**config.mk**
```make
export PLATFORM = sky130hd
export DESIGN_NAME = sar_ctrl_core
export DESIGN_NICKNAME = d
export VERILOG_FILES = /design/src/rtl/sar_pkg.sv /design/src/rtl/sar_ctl_fsm.sv /design/src/rtl/sar_bit_engine.sv /design/src/rtl/sar_acq_timer.sv /design/src/rtl/sar_out_port.sv /design/src/rtl/sar_ctrl_core.sv
export SDC_FILE = /design/constraint.sdc
export NUM_CORES = 1
export LEC_CHECK = 0
export BUFFER_PORTS_ARGS = -buffer_cell sky130_fd_sc_hd__buf_2
export CORE_AREA = 2 2 64 96
export DETAILED_ROUTE_END_ITERATION = 6
export DIE_AREA = 0 0 66 98
export PLACE_DENSITY = 0.85
export SYNTH_ARGS = -nofsm -noshare
export SYNTH_HDL_FRONTEND = slang
export SYNTH_HIERARCHICAL = 1
export SYNTH_SLANG_ARGS = --single-unit
```
**constraint.sdc**
```tcl
create_clock -name clk -period 5.55 [get_ports clk]
set_input_delay 0.2775 -clock clk [delete_from_list [all_inputs] [get_ports clk]]
set_output_delay 0.2775 -clock clk [all_outputs]
set_load 0.02 [all_outputs]
```
**src/rtl/sar_pkg.sv**
```systemverilog
package sar_pkg;
    typedef enum logic [2:0] {
        S_IDLE,
        S_QUAL,
        S_CONV,
        S_LATCH,
        S_ABORT
    } sar_state_e;
endpackage

```
**src/rtl/sar_ctl_fsm.sv**
```systemverilog
module sar_ctl_fsm
    import sar_pkg::*;
#(
    parameter int PULSE_CLKS = 10
) (
    input  logic       clk,
    input  logic       rst_n,
    input  logic       both_low,
    input  logic       rc_q,
    input  logic       bits_done,
    output sar_state_e state_o,
    output logic       start_o,
    output logic       latch_o,
    output logic       abort_o,
    output logic       run_o,
    output logic       busy_n_o
);
    localparam int CW = $clog2(PULSE_CLKS + 1);
    localparam logic [CW-1:0] LAST = CW'(PULSE_CLKS - 1);

    sar_state_e state_q, state_d;
    logic [CW-1:0] qual_cnt;
    logic [CW-1:0] abort_cnt;
    logic          seen_high;
    logic          armed;
    logic          abort_hit;

    // An abort needs the line seen high since the start, then PULSE_CLKS lows.
    assign abort_hit = !rc_q && seen_high && (abort_cnt == LAST);

    // state register
    always_ff @(posedge clk or negedge rst_n) begin
        if (!rst_n) state_q <= S_IDLE;
        else        state_q <= state_d;
    end

    always_comb begin
        state_d = state_q;
        unique case (state_q)
            S_IDLE:  if (both_low && armed) state_d = S_QUAL;
            S_QUAL: begin
                if (!both_low)              state_d = S_IDLE;
                else if (qual_cnt == LAST)  state_d = S_CONV;
            end
            S_CONV: begin
                if (abort_hit)              state_d = S_ABORT;
                else if (bits_done)         state_d = S_LATCH;
            end
            S_LATCH: state_d = S_IDLE;
            S_ABORT: state_d = S_IDLE;
            default: state_d = S_IDLE;
        endcase
    end

    // qualification / abort counters and start arming
    always_ff @(posedge clk or negedge rst_n) begin
        if (!rst_n) begin
            qual_cnt  <= '0;
            abort_cnt <= '0;
            seen_high <= 1'b0;
            armed     <= 1'b1;
        end else begin
            qual_cnt <= (state_d == S_QUAL) ? qual_cnt + 1'b1 : '0;
            if (start_o) begin
                abort_cnt <= '0;
                seen_high <= 1'b0;
            end else if (state_q == S_CONV) begin
                if (rc_q) seen_high <= 1'b1;
                abort_cnt <= (!rc_q && seen_high) ? abort_cnt + 1'b1 : '0;
            end
            if (start_o || abort_o) armed <= 1'b0;
            else if (!both_low)     armed <= 1'b1;
        end
    end

    // outputs
    always_comb begin
        state_o  = state_q;
        start_o  = (state_q == S_QUAL) && both_low && (qual_cnt == LAST);
        latch_o  = (state_q == S_LATCH);
        abort_o  = (state_q == S_ABORT);
        run_o    = (state_q == S_CONV);
        busy_n_o = !((state_q == S_CONV) || (state_q == S_LATCH));
    end
endmodule

```
**src/rtl/sar_bit_engine.sv**
```systemverilog
module sar_bit_engine #(
    parameter int DATA_W    = 16,
    parameter int STEP_CLKS = 2
) (
    input  logic              clk,
    input  logic              rst_n,
    input  logic              clear,
    input  logic              run,
    input  logic              cmp_in,
    output logic [DATA_W-1:0] trial_code,
    output logic [DATA_W-1:0] sar_code,
    output logic              last_step
);
    localparam int SW = (STEP_CLKS > 1) ? $clog2(STEP_CLKS) : 1;
    localparam int BW = $clog2(DATA_W);
    localparam logic [SW-1:0] STEP_LAST = SW'(STEP_CLKS - 1);

    logic [SW-1:0]     step_cnt;
    logic [BW-1:0]     bit_idx;
    logic [DATA_W-1:0] sar_q;
    logic [DATA_W-1:0] trial_bit;
    logic              step_end;

    assign step_end   = run && (step_cnt == STEP_LAST);
    assign last_step  = step_end && (bit_idx == '0);
    assign trial_bit  = {{(DATA_W-1){1'b0}}, 1'b1} << bit_idx;
    assign trial_code = run ? (sar_q | trial_bit) : sar_q;
    assign sar_code   = sar_q;

    always_ff @(posedge clk or negedge rst_n) begin
        if (!rst_n) begin
            step_cnt <= '0;
            bit_idx  <= BW'(DATA_W - 1);
        end else if (clear) begin
            step_cnt <= '0;
            bit_idx  <= BW'(DATA_W - 1);
        end else if (run) begin
            if (step_end) begin
                step_cnt <= '0;
                if (bit_idx != '0) bit_idx <= bit_idx - 1'b1;
            end else begin
                step_cnt <= step_cnt + 1'b1;
            end
        end
    end

    // one decision flop per bit position
    for (genvar g = 0; g < DATA_W; g++) begin : g_bit
        always_ff @(posedge clk or negedge rst_n) begin
            if (!rst_n)                               sar_q[g] <= 1'b0;
            else if (clear)                           sar_q[g] <= 1'b0;
            else if (step_end && bit_idx == BW'(g))   sar_q[g] <= cmp_in;
        end
    end
endmodule

```
**src/rtl/sar_acq_timer.sv**
```systemverilog
module sar_acq_timer #(
    parameter int ACQ_CLKS = 32
) (
    input  logic clk,
    input  logic rst_n,
    input  logic restart,
    output logic ready
);
    localparam int AW = $clog2(ACQ_CLKS + 1);
    localparam logic [AW-1:0] FULL = AW'(ACQ_CLKS);

    logic [AW-1:0] cnt;

    always_ff @(posedge clk or negedge rst_n) begin
        if (!rst_n)             cnt <= FULL;
        else if (restart)       cnt <= '0;
        else if (cnt != FULL)   cnt <= cnt + 1'b1;
    end

    assign ready = (cnt == FULL);
endmodule

```
**src/rtl/sar_out_port.sv**
```systemverilog
module sar_out_port #(
    parameter int DATA_W = 16
) (
    input  logic                clk,
    input  logic                rst_n,
    input  logic                start,
    input  logic                latch,
    input  logic                acq_ready,
    input  logic [DATA_W-1:0]   sar_code,
    input  logic                drive_en,
    input  logic                swap,
    output logic [DATA_W/2-1:0] lane_hi,
    output logic [DATA_W/2-1:0] lane_lo,
    output logic                hi_en,
    output logic                lo_en,
    output logic [DATA_W-1:0]   result_word,
    output logic                result_bad
);
    localparam int LW = DATA_W / 2;

    logic [DATA_W-1:0] result_q;
    logic              pend_bad;
    logic              bad_q;
    logic [LW-1:0]     upper, lower;

    always_ff @(posedge clk or negedge rst_n) begin
        if (!rst_n) begin
            result_q <= '0;
            pend_bad <= 1'b0;
            bad_q    <= 1'b0;
        end else begin
            if (start) pend_bad <= !acq_ready;
            if (latch) begin
                result_q <= {~sar_code[DATA_W-1], sar_code[DATA_W-2:0]};
                bad_q    <= pend_bad;
            end
        end
    end

    assign upper       = result_q[DATA_W-1:LW];
    assign lower       = result_q[LW-1:0];
    assign hi_en       = drive_en;
    assign lo_en       = drive_en;
    assign lane_hi     = drive_en ? (swap ? lower : upper) : '0;
    assign lane_lo     = drive_en ? (swap ? upper : lower) : '0;
    assign result_word = result_q;
    assign result_bad  = bad_q;
endmodule

```
**src/rtl/sar_ctrl_core.sv**
```systemverilog
module sar_ctrl_core
    import sar_pkg::*;
#(
    parameter int DATA_W     = 16,
    parameter int PULSE_CLKS = 10,
    parameter int STEP_CLKS  = 2,
    parameter int ACQ_CLKS   = DATA_W * STEP_CLKS
) (
    input  logic                clk,
    input  logic                rst_n,
    input  logic                cs_n,
    input  logic                rd_conv,
    input  logic                byte_sel,
    input  logic                cmp_in,
    output logic [DATA_W-1:0]   trial_code,
    output logic                conv_busy_n,
    output logic [DATA_W/2-1:0] lane_hi,
    output logic [DATA_W/2-1:0] lane_lo,
    output logic                lane_hi_en,
    output logic                lane_lo_en,
    output logic                result_bad
);
    logic              cs_q, rc_q, bs_q;
    logic              both_low;
    logic              start, latch, abort, run, bits_done, acq_ready;
    logic [DATA_W-1:0] sar_code;
    logic [DATA_W-1:0] result_word;
    sar_state_e        fsm_state;

    // control inputs sampled on the system clock
    always_ff @(posedge clk or negedge rst_n) begin
        if (!rst_n) begin
            cs_q <= 1'b1;
            rc_q <= 1'b1;
            bs_q <= 1'b0;
        end else begin
            cs_q <= cs_n;
            rc_q <= rd_conv;
            bs_q <= byte_sel;
        end
    end

    assign both_low = !cs_q && !rc_q;

    sar_ctl_fsm #(.PULSE_CLKS(PULSE_CLKS)) u_fsm (
        .clk(clk), .rst_n(rst_n), .both_low(both_low), .rc_q(rc_q),
        .bits_done(bits_done), .state_o(fsm_state), .start_o(start),
        .latch_o(latch), .abort_o(abort), .run_o(run), .busy_n_o(conv_busy_n)
    );

    sar_bit_engine #(.DATA_W(DATA_W), .STEP_CLKS(STEP_CLKS)) u_engine (
        .clk(clk), .rst_n(rst_n), .clear(start), .run(run), .cmp_in(cmp_in),
        .trial_code(trial_code), .sar_code(sar_code), .last_step(bits_done)
    );

    sar_acq_timer #(.ACQ_CLKS(ACQ_CLKS)) u_acq (
        .clk(clk), .rst_n(rst_n), .restart(latch || abort), .ready(acq_ready)
    );

    sar_out_port #(.DATA_W(DATA_W)) u_out (
        .clk(clk), .rst_n(rst_n), .start(start), .latch(latch),
        .acq_ready(acq_ready), .sar_code(sar_code),
        .drive_en(rc_q && !cs_q), .swap(bs_q),
        .lane_hi(lane_hi), .lane_lo(lane_lo),
        .hi_en(lane_hi_en), .lo_en(lane_lo_en),
        .result_word(result_word), .result_bad(result_bad)
    );
endmodule

```
==> results.cfg <==
[status]
outcome = completed

[global_route]
overflow = 0
grt_pass1_vias = 2375
grt_max_degree = 62
grt_pass1_wl_um = 10800
antenna_found_initial = 0
grt_usage_pct = 22.0

[finish]
area.growth.synth_to_final_pct = 11.1
fill_cells = 431
layout_commonest_cell = dfrtp_1
mostFrequentLayoutCells = dfrtp_1 (53), buf_2 (41), nand3_1 (24), a21oi_1 (21), nor2b_1 (20)
final_cells = 434
drive_gt1_share_pct = 24.9
multi_input_area_mm2 = 0.00166
nNetsFinal = 375
area.sequential_mm2 = 0.00154
antennaDiodeCount = 0

[clocking]
cts_tree = built
hold_buffers = 0
cts_max_path_buffers = 2
cts_resized = 0
clk_latency_ns = 0.34
cts.root.buffer_cell = clkbuf_8
cts_setup_buffers = 0
clkTransAtPathRegs_ns = 0.07
cts.sinks = 61
htree_num_levels = 3
cts_inserted_buffers = 9

[placement]
port-buffer-count = 41
gp_congestion = 0.872
post-place-cells = 419
pre_cts_ws_ns = 3.28
dp_hpwl_um = 4540

[logic_synthesis]
syn_area_per_cell_um2 = 10.5
yosys.area_share.simple_pct = 19.8
seq_area_frac_synth_pct = 45.5
ys_ff_latch = 61
synthFlopType = dfrtp_1
synth-async-reset-ratio_pct = 100
syn_inst = 322
synth_top_family_by_area = simple AND/OR/NAND/NOR gates
synth_cell_types = 48
synth_xor_area_share_pct = 1.30
synth_compound_area_share_pct = 11.2
synth.net_count = 339
yosys.area_share.adder_pct = 4.07
synth-edff-count = 0
syn-cell-area_mm2 = 0.00338
synthMuxAreaShare_pct = 12.3
yosys_warnings = 6

[drt]
dr.first_iter.drc_count = 130
ant_nets = 0
vias = 2440
wl_per_cell_um = 14.8
drt-total-wl_um = 6440
routed_via_density = 5.62
dr.pass1.iters = 4
drcViolationCount = 0

[timing]
final.setup.tns_ns = 0
fin_crit_sh_pct = 47.8
max_slew_margin_pct = 29.4
final-max-slew-violation-count = 0
final.setup.worst_slack_ns = 2.90
report.final.hold_viol_count = 0
setup_viol = 0
worst_pin_slew_ns = 1.06
fmax_mhz = 377
period_minus_slack_ns = 2.65
rsz0062_at_grt = no
fin_skew_ns = 0.00800

[floorplanning]
die_y_um = 98
row_count = 34
ios = 42
die_area_mm2 = 0.00647
chipWidth_um = 66
initial_utilization_pct = 59.3
core_mm2 = 0.00570

[critical_path]
worstSetupEndpointType = output pin
rr_endpoint = u_acq/cnt[0]$_DFFE_PN0P_
r2r_cells = 5
crit_path_start_kind = flop
worstPathRequired_ns = 5.27
crit_arrival_ns = 2.38
cp_max_fo = 12
r2r_start = u_fsm/state_o[2]$_DFF_PN0_
rrSetupSlack_ns = 3.28
crit_start = u_fsm/state_o[1]$_DFF_PN0_
critPathCapture = trial_code[8]
path_class = reg2out

[pwr]
p_leak_nw = 1.62
vdd_drop_max_uv = 203
power.density_mw_per_mm2 = 261

[worst_hold_path]
hold_class = in2reg
worstHoldPathCells = 1

[job]
maxCapViolCount = 0
==> Yosys cell counts (2+ instances only) <==
library cell | number | area share, %
inv_1 | 12 | 1.3
xor2_1 | 3 | 0.78
nor4_1 | 2 | 0.37
clkbuf_1 | 4 | 0.44
ha_1 | 11 | 4.1
buf_12 | 2 | 1.2
nor2b_1 | 20 | 3.7
mux2i_1 | 19 | 5.6
nand3b_1 | 2 | 0.44
o21bai_1 | 14 | 3.1
nand4b_1 | 2 | 0.52
nand2_1 | 11 | 1.2
o21ai_1 | 4 | 0.59
nor2_1 | 20 | 2.2
dfrtp_1 | 53 | 39
a21oi_1 | 21 | 3.1
and2_1 | 4 | 0.74
nor3_1 | 2 | 0.30
and3b_1 | 2 | 0.52
or4_1 | 2 | 0.44
nor3b_2 | 2 | 0.74
mux2_4 | 9 | 4.0
o21ai_0 | 16 | 2.4
a21o_1 | 4 | 0.89
xnor2_1 | 2 | 0.52
nor3b_1 | 2 | 0.44
nand2b_1 | 7 | 1.3
nand3_1 | 24 | 3.6
buf_2 | 4 | 0.59
or3_1 | 4 | 0.74
buf_4 | 3 | 0.67
dfstp_2 | 8 | 6.2
mux2_2 | 8 | 2.7
buf_6 | 5 | 1.7
==> worst max-delay path, stage by stage, from the launching register on <==
cell and delay (ns):
dfrtp_1 0.45, or3b_1 0.54, inv_1 0.34, nand2_1 0.29
o21bai_1 0.23, buf_2 0.19
==> sequential cells by signal, summed over array words and instances, names as in the netlist <==
signal / count
rc_q: 1
u_out/result_bad: 1
u_engine/sar_code: 16
u_fsm/seen_high: 1
u_out/pend_bad: 1
u_engine/step_cnt: 1
u_out/result_word: 16
u_engine/bit_idx: 4
u_fsm/abort_cnt: 4
u_fsm/state_o: 3
u_fsm/armed: 1
u_fsm/qual_cnt: 4
bs_q: 1
cs_q: 1
u_acq/cnt: 6
==> cell type report <==
| type | instances | area share [%] |
|---|---|---|
| timing repair buffer | 43 | 5.86 |
| tap | 72 | 2.40 |
| sequential | 61 | 40.9 |
| multi-input combinational | 231 | 44.1 |
| clock buffer | 12 | 4.40 |
| inverter | 12 | 1.20 |
| clock inverter | 3 | 1.17 |
==> power by group <==
group | total [W] | leakage (nW) | switching, W | internal (W)
logic | 0.0000930 | 0.782 | 0.0000487 | 0.0000443
clock network | 0.000402 | 0.108 | 0.000161 | 0.000241
registers | 0.000487 | 0.728 | 0.0000220 | 0.000465
==> kinds of logic (layout without fill, tap and decap cells) <==
group / Yosys count / after routing
flops: 61 / 61
buf+inv: 30 / 70
xor+xnor: 5 / 5
compound gates: 64 / 64
mux: 36 / 36
simple gates: 115 / 115
fa+ha+maj: 11 / 11
==> through the flow <==
stage                     hold slack, ns  cell area (µm²)  utilization, %  total power, W
after detailed placement           0.386             3550            62.2        0.000588
after floorplan                  -0.0181             3380               -        0.000569
after CTS                         0.0211             3760            65.9        0.000994
after global placement             0.382             3550            62.2        0.000583
after global routing              0.0151             3760            65.9         0.00103
final                             0.0345             3760            65.9        0.000982
==> layer usage <==
layer  track usage (%)  routed length (µm)  vias up
li1                  -                   -     1193
met4              11.3                 142        0
met2              35.4                3250       62
met5                 0                   0        -
met1              27.0                2790     1173
met3              5.65                 259       12
==> how the worst min path moves through the flow <==
stage | startpoint | end | slack, ns
after global placement | cs_n | cs_q$_DFF_PN1_ | 0.38
after floorplan | rst_n | bs_q$_DFF_PN0_ | -0.02
after detailed placement | cs_n | cs_q$_DFF_PN1_ | 0.39
after CTS | cs_n | cs_q$_DFF_PN1_ | 0.02
after global routing | cs_n | cs_q$_DFF_PN1_ | 0.02
final | cs_n | cs_q$_DFF_PN1_ | 0.03
Power figures use the tool's default switching activity.
